`src/rtl/srt_pkg.sv`:
```
package srt_pkg;

   typedef enum logic [2:0] {
      OP_ROL  = 3'd0,
      OP_ROR  = 3'd1,
      OP_RCL  = 3'd2,
      OP_RCR  = 3'd3,
      OP_SHL  = 3'd4,
      OP_SHR  = 3'd5,
      OP_SAR  = 3'd6,
      OP_NONE = 3'd7
   } srt_op_e;

   localparam logic [1:0] CSEL_ONE = 2'b00;
   localparam logic [1:0] CSEL_IMM = 2'b01;

   typedef struct packed {
      logic sf;
      logic zf;
      logic pf;
      logic cf;
      logic of;
   } srt_flags_t;

endpackage

```
`src/rtl/srt_count_sel.sv`:
```
module srt_count_sel
   import srt_pkg::*;
#(
   parameter int SRC_W = 8,
   parameter int CNT_W = 5
) (
   input  logic [1:0]       sel_i,
   input  logic [SRC_W-1:0] imm_i,
   input  logic [SRC_W-1:0] reg_i,
   output logic [CNT_W-1:0] cnt_o
);

   logic [SRC_W-1:0] raw;

   always_comb begin
      if (sel_i == CSEL_ONE)      raw = SRC_W'(1);
      else if (sel_i == CSEL_IMM) raw = imm_i;
      else                        raw = reg_i;
      cnt_o = CNT_W'(raw);
   end

endmodule

```
`src/rtl/srt_parity.sv`:
```
module srt_parity #(
   parameter int PAR_W = 8
) (
   input  logic [PAR_W-1:0] data_i,
   output logic             even_o
);

   logic [PAR_W:0] chain;

   assign chain[0] = 1'b1;
   for (genvar k = 0; k < PAR_W; k++) begin : g_xor
      assign chain[k+1] = chain[k] ^ data_i[k];
   end
   assign even_o = chain[PAR_W];

endmodule

```
`src/rtl/srt_datapath.sv`:
```
module srt_datapath
   import srt_pkg::*;
#(
   parameter int DATA_W = 32,
   parameter int CNT_W  = 5
) (
   input  srt_op_e           op_i,
   input  logic [CNT_W-1:0]  cnt_i,
   input  logic [DATA_W-1:0] a_i,
   input  logic              cin_i,
   output logic [DATA_W-1:0] res_o,
   output logic              cf_o,
   output logic              of_o,
   output logic              szp_o
);

   localparam int MSB = DATA_W - 1;

   logic [DATA_W:0]   ring;
   logic [DATA_W:0]   ring_l;
   logic [DATA_W:0]   ring_r;
   logic [DATA_W:0]   shl_w;
   logic [DATA_W:0]   shr_w;
   logic [DATA_W:0]   sar_w;
   logic [DATA_W-1:0] rol_w;
   logic [DATA_W-1:0] ror_w;
   int                cn;

   always_comb begin
      cn     = int'(cnt_i);
      ring   = {cin_i, a_i};
      ring_l = (ring << cnt_i) | (ring >> (DATA_W + 1 - cn));
      ring_r = (ring >> cnt_i) | (ring << (DATA_W + 1 - cn));
      rol_w  = (a_i << cnt_i) | (a_i >> (DATA_W - cn));
      ror_w  = (a_i >> cnt_i) | (a_i << (DATA_W - cn));
      shl_w  = {1'b0, a_i} << cnt_i;
      shr_w  = {a_i, 1'b0} >> cnt_i;
      sar_w  = $signed({a_i, 1'b0}) >>> cnt_i;

      res_o = '0;
      cf_o  = 1'b0;
      of_o  = 1'b0;
      szp_o = 1'b0;
      unique case (op_i)
         OP_ROL: begin
            res_o = rol_w;
            cf_o  = rol_w[0];
            of_o  = a_i[MSB] ^ rol_w[MSB];
         end
         OP_ROR: begin
            res_o = ror_w;
            cf_o  = ror_w[MSB];
            of_o  = a_i[MSB] ^ ror_w[MSB];
         end
         OP_RCL: begin
            res_o = ring_l[MSB:0];
            cf_o  = ring_l[DATA_W];
            of_o  = a_i[MSB] ^ ring_l[MSB];
         end
         OP_RCR: begin
            res_o = ring_r[MSB:0];
            cf_o  = ring_r[DATA_W];
            of_o  = a_i[MSB] ^ ring_r[MSB];
         end
         OP_SHL: begin
            res_o = shl_w[MSB:0];
            cf_o  = shl_w[DATA_W];
            of_o  = shl_w[MSB] ^ shl_w[DATA_W];
            szp_o = 1'b1;
         end
         OP_SHR: begin
            res_o = shr_w[DATA_W:1];
            cf_o  = shr_w[0];
            of_o  = a_i[MSB];
            szp_o = 1'b1;
         end
         OP_SAR: begin
            res_o = sar_w[DATA_W:1];
            cf_o  = sar_w[0];
            of_o  = 1'b0;
            szp_o = 1'b1;
         end
         default: begin
            res_o = '0;
         end
      endcase
   end

endmodule

```
`src/rtl/shift_rot_unit.sv`:
```
module shift_rot_unit
   import srt_pkg::*;
#(
   parameter int DATA_W = 32,
   parameter int SRC_W  = 8,
   parameter int PAR_W  = 8
) (
   input  logic              clk,
   input  logic              rst_n,
   input  logic              start_i,
   input  logic [2:0]        op_i,
   input  logic [1:0]        cnt_sel_i,
   input  logic [SRC_W-1:0]  imm_i,
   input  logic [SRC_W-1:0]  cnt_reg_i,
   input  logic              carry_i,
   input  logic [DATA_W-1:0] operand_i,
   output logic [DATA_W-1:0] result_o,
   output logic              wr_en_o,
   output logic              sf_o,
   output logic              sf_we_o,
   output logic              zf_o,
   output logic              zf_we_o,
   output logic              pf_o,
   output logic              pf_we_o,
   output logic              cf_o,
   output logic              cf_we_o,
   output logic              of_o,
   output logic              of_we_o
);

   localparam int CNT_W = $clog2(DATA_W);

   if (DATA_W < PAR_W || (1 << CNT_W) != DATA_W) begin : g_bad_width
      $error("shift_rot_unit: DATA_W must be a power of two and at least PAR_W");
   end
   if (SRC_W < CNT_W) begin : g_bad_src
      $error("shift_rot_unit: SRC_W too narrow for the count");
   end

   logic [CNT_W-1:0]  cnt_w;
   logic [DATA_W-1:0] res_c;
   logic              cf_c, of_c, szp_c, pf_c, act_c, one_c;
   srt_op_e           op_e;
   srt_flags_t        val_d, val_q, we_d, we_q;
   logic [DATA_W-1:0] res_d, res_q;
   logic              wr_q;

   assign op_e = srt_op_e'(op_i);

   srt_count_sel #(.SRC_W(SRC_W), .CNT_W(CNT_W)) cnt_sel_i_u (
      .sel_i (cnt_sel_i),
      .imm_i (imm_i),
      .reg_i (cnt_reg_i),
      .cnt_o (cnt_w)
   );

   srt_datapath #(.DATA_W(DATA_W), .CNT_W(CNT_W)) dp_u (
      .op_i  (op_e),
      .cnt_i (cnt_w),
      .a_i   (operand_i),
      .cin_i (carry_i),
      .res_o (res_c),
      .cf_o  (cf_c),
      .of_o  (of_c),
      .szp_o (szp_c)
   );

   srt_parity #(.PAR_W(PAR_W)) par_u (
      .data_i (res_c[PAR_W-1:0]),
      .even_o (pf_c)
   );

   always_comb begin
      act_c = start_i && (cnt_w != '0) && (op_e != OP_NONE);
      one_c = (cnt_w == CNT_W'(1));
      we_d.cf = act_c;
      we_d.of = act_c && one_c;
      we_d.sf = act_c && szp_c;
      we_d.zf = act_c && szp_c;
      we_d.pf = act_c && szp_c;
      val_d.cf = we_d.cf && cf_c;
      val_d.of = we_d.of && of_c;
      val_d.sf = we_d.sf && res_c[DATA_W-1];
      val_d.zf = we_d.zf && (res_c == '0);
      val_d.pf = we_d.pf && pf_c;
      res_d    = act_c ? res_c : '0;
   end

   always_ff @(posedge clk or negedge rst_n) begin
      if (!rst_n) begin
         res_q <= '0;
         wr_q  <= 1'b0;
         val_q <= '0;
         we_q  <= '0;
      end else begin
         res_q <= res_d;
         wr_q  <= act_c;
         val_q <= val_d;
         we_q  <= we_d;
      end
   end

   assign result_o = res_q;
   assign wr_en_o  = wr_q;
   assign sf_o     = val_q.sf;
   assign sf_we_o  = we_q.sf;
   assign zf_o     = val_q.zf;
   assign zf_we_o  = we_q.zf;
   assign pf_o     = val_q.pf;
   assign pf_we_o  = we_q.pf;
   assign cf_o     = val_q.cf;
   assign cf_we_o  = we_q.cf;
   assign of_o     = val_q.of;
   assign of_we_o  = we_q.of;

   a_r1_idle_clears: assert property (@(posedge clk) disable iff (!rst_n)
      !start_i |=> (!wr_en_o && !cf_we_o && !of_we_o && result_o == '0));

   a_r3_zero_count_quiet: assert property (@(posedge clk) disable iff (!rst_n)
      (start_i && cnt_w == '0) |=> (!wr_en_o && !sf_we_o && !zf_we_o && !pf_we_o && !cf_we_o && !of_we_o));

   a_r4_rotate_keeps_szp: assert property (@(posedge clk) disable iff (!rst_n)
      (start_i && op_i < 3'd4) |=> (!sf_we_o && !zf_we_o && !pf_we_o));

   a_r6_overflow_count_one: assert property (@(posedge clk) disable iff (!rst_n)
      (start_i && cnt_w != CNT_W'(1)) |=> !of_we_o);

   a_r9_sar_overflow_low: assert property (@(posedge clk) disable iff (!rst_n)
      (start_i && op_i == 3'd6 && cnt_w == CNT_W'(1)) |=> (of_we_o && !of_o));

   a_r10_zero_flag_match: assert property (@(posedge clk) disable iff (!rst_n)
      zf_we_o |-> (zf_o == (result_o == '0)));

   a_r3_flags_need_write: assert property (@(posedge clk) disable iff (!rst_n)
      (cf_we_o || of_we_o || sf_we_o) |-> wr_en_o);

endmodule

```
`config.mk`:
```
export PLATFORM = sky130hd
export DESIGN_NAME = shift_rot_unit
export DESIGN_NICKNAME = d
export VERILOG_FILES = /design/src/rtl/srt_pkg.sv /design/src/rtl/srt_count_sel.sv /design/src/rtl/srt_parity.sv /design/src/rtl/srt_datapath.sv /design/src/rtl/shift_rot_unit.sv
export SDC_FILE = /design/constraint.sdc
export NUM_CORES = 1
export LEC_CHECK = 0
export ABC_AREA = 1
export BUFFER_PORTS_ARGS = -buffer_cell sky130_fd_sc_hd__buf_2
export CAP_MARGIN = 25
export CORE_ASPECT_RATIO = 1.2
export CORE_UTILIZATION = 30
export CTS_BUF_LIST = sky130_fd_sc_hd__clkbuf_4 sky130_fd_sc_hd__clkbuf_8
export CTS_CLUSTER_SIZE = 16
export DETAILED_ROUTE_END_ITERATION = 7
export PLACE_DENSITY = 0.52
export SETUP_SLACK_MARGIN = 0.02
export SLEW_MARGIN = 5
export SYNTH_ARGS = -nofsm -noshare
export SYNTH_HDL_FRONTEND = slang
export SYNTH_SLANG_ARGS = --single-unit
export TNS_END_PERCENT = 50
```
`constraint.sdc`:
```
create_clock -name clk -period 0.8 [get_ports clk]
set_input_delay 0.08 -clock clk [delete_from_list [all_inputs] [get_ports clk]]
set_output_delay 0.08 -clock clk [all_outputs]
set_load 0.02 [all_outputs]
```
==> reports/qor.csv <==
metric,value,unit
outcome,"finished, violations left",
violations,setup timing,
postSynthCellCount,2508,
p_per_area,1500,mW/mm^2
slew_viol_final,0,
peakVddDrop,1.24,mV
synthXorXnorAreaFrac,0.267,%
dieHeight,223,um
vias,22298,
finalWorstSetupSlack,-2140,ps
synthFlopType,dfrtp_1,
drtAntennaViolNets,0,
die_area,0.0414,mm^2
pin_count,100,
rsz0062_at_grt,true,
overflow,0,
die_w,186,um
layout_common_cells,"875 x nand2_1, 771 x buf_4, 468 x nand3_1",
drtPass1Iterations,6,
hold_class,in -> reg,
cp-end-kind,flip-flop,
syn2layout_area_growth,76.2,%
tritoncts,built,
start_util,30.5,%
antenna_found_initial,4,
synth-edff-count,0,
min_period,2940,ps
final.setup.tns,-70410,ps
cts_sinks,40,
syn_avg_cell_area,4.86,um^2
syn_nets,2570,
hold-path-endpoint,of_o,
placed_cells,3769,
path_max_fanout,10,
yosysUniqueCellTypes,53,
slowest_stage,o211ai_1,
grt_max_degree,46,
place_congestion,1.10,
critPathKind,in -> reg,
final_util,53.8,%
required,1020,ps
synth_compound_area_share,18.7,%
synth_fa_ha_area_share,0.513,%
ys_seq_area_share,8.21,%
vias_per_cell,5.82,
wl,99.9,mm
slew_headroom,47.4,%
yosys_warnings,0,
synth_mux_area_share,0.0821,%
hold_viol_final,0,
nets,3355,
worstPathCellList,buf_12 -> inv_16 -> nand3_4 -> nand2_4 -> buf_12 -> nand2_1 -> buf_4 -> nand2_1 -> nand2_1 -> nand3_1 -> nand2_1 -> o211ai_1 -> nand3_2 -> a21oi_2 -> nand3_1 -> nor2_1 -> nand2_1 -> nor2_2 -> nand2_1 -> nor3_2,
path_common_cell,nand2_1,
synthSimpleGateAreaFrac,60.7,%
synth_top_family_by_area,simple AND/OR/NAND/NOR gates,
crit_arrival,3160,ps
cp_num_buf_inv,4,
setup_violations,83,
hold_start,op_i[2],
gr-usage-all-layers,47.2,%
core_area,0.0399,mm^2
drtIter0Drc,2824,
startpoint_type,input pin,
first_global_vias,20445,
whs_path_depth,4,
rows,80,
cts.path.max_buffers,2,
clk_pin_slew_worst_paths,70,ps
maxCapViolCount,0,
drive_gt1_share,39.8,%
synth_area,0.0122,mm^2
max_freq,0.340,GHz
synthArstFlopShare,100,%
h-tree-depth,2,
ys_ff_latch,40,
power_leakage,11.3,nW
cpLargestDelayFamily,simple AND/OR/NAND/NOR gates,
worstMarginPinSlew,781,ps
grt_pass1_wl,139,mm
port_buffers,93,
cts_root_buffer,clkbuf_8,
fin_crit_sh,368,%
stdcell_count,3829,
dpl.hpwl,82.1,mm
final_common_cell,nand2_1,
cts_buffers,5,
drc,0,
wl_per_cell,26.1,um
critPathMaxStageDelay,560,ps
where the power goes:
part           leakage (nW)  switching (mW)  internal, mW
Combinational          10.7            16.7          11.3
Clock                0.0642           0.670          1.23
Sequential            0.534          0.0970          2.24
flip-flops by register name, summed over array words and instances, names as in the netlist:
name / count
result_o: 32
cf_o: 1
cf_we_o: 1
of_o: 1
pf_we_o: 1
pf_o: 1
sf_o: 1
of_we_o: 1
zf_o: 1
Yosys cell counts (6+ instances only):
master    number  area share [%]
nand3_1      531              22
and2_1         6            0.31
or2_2          6            0.31
buf_1         23            0.71
o21ai_0      170             7.0
nand4_1       20             1.0
o211ai_1      59             3.6
nor2_1       139             4.3
clkbuf_1      53             1.6
nor3_1        11            0.45
nand2_1      978              30
o221ai_1       7            0.50
nand2_2       17            0.87
o21ai_1       49             2.0
a21oi_1       67             2.8
inv_2         12            0.37
a31oi_1       13            0.67
o22ai_1        6            0.31
inv_1        148             4.6
buf_2         74             3.0
dfrtp_1       40             8.2
buf_4         13            0.80
cell families after synthesis:
family,after synthesis
AOI/OAI and AO/OA,398
xor gates and xnor gates,2
adders and majority gates,5
buffers and inverters,330
DFF,40
muxes,1
and+or+nand+nor,1732
worst max-delay path by stage:
stage / slack, ps / end / startpoint / depth (start not counted)
finish: -2140 / zf_o / cnt_sel_i[1] / 20
detailed placement: -2910 / pf_o / cnt_sel_i[1] / 21
CTS: -2030 / pf_o / cnt_sel_i[1] / 26
global route: -2320 / pf_o / cnt_sel_i[1] / 26
global placement: -3030 / pf_o / cnt_sel_i[1] / 21
floorplan: -2220 / pf_o / cnt_sel_i[1] / 26
final cells by class:
type	count	area, um^2
fillers	4237	18500
clock inverters	2	60.1
inverters	164	674
clock buffers	5	68.8
repair inverters	1	7.51
diodes	3	7.51
multi-input cells	2138	11300
well taps	533	667
flip-flops and latches	40	1000
repair buffers	943	7700
per-stage QoR:
step / power, mW / cell area [um^2] / hold slack, ps / worst slack, ps
finish: 32.1 / 21500 / 207 / -2140
global route: 33.5 / 21500 / 202 / -2320
CTS: 29.2 / 20200 / 182 / -2030
detailed placement: 25.9 / 19100 / 59.8 / -2910
global placement: 25.9 / 19100 / 53.3 / -3030
floorplan: 13.1 / 12500 / -216 / -2220
metal layers:
metal / track usage (%) / part of all wire, % / vias to the layer above
met5: 0 / 0.010 / -
met4: 40.7 / 11 / 2
met3: 10.7 / 11 / 433
met2: 68.0 / 41 / 1580
met1: 58.4 / 37 / 10345
li1: - / - / 9938
timing repair:
item / 4_1_cts / 5_1_grt
buffers inserted: 16 / 32
gates cloned: 2 / 2
pin swaps: 44 / 56
hold buffers: 1 / 0
resized for setup: 246 / 300
setup endpoints to repair: 83 / 83
endpoints found under the hold margin: 40 / 0
Power figures use the tool's default switching activity.
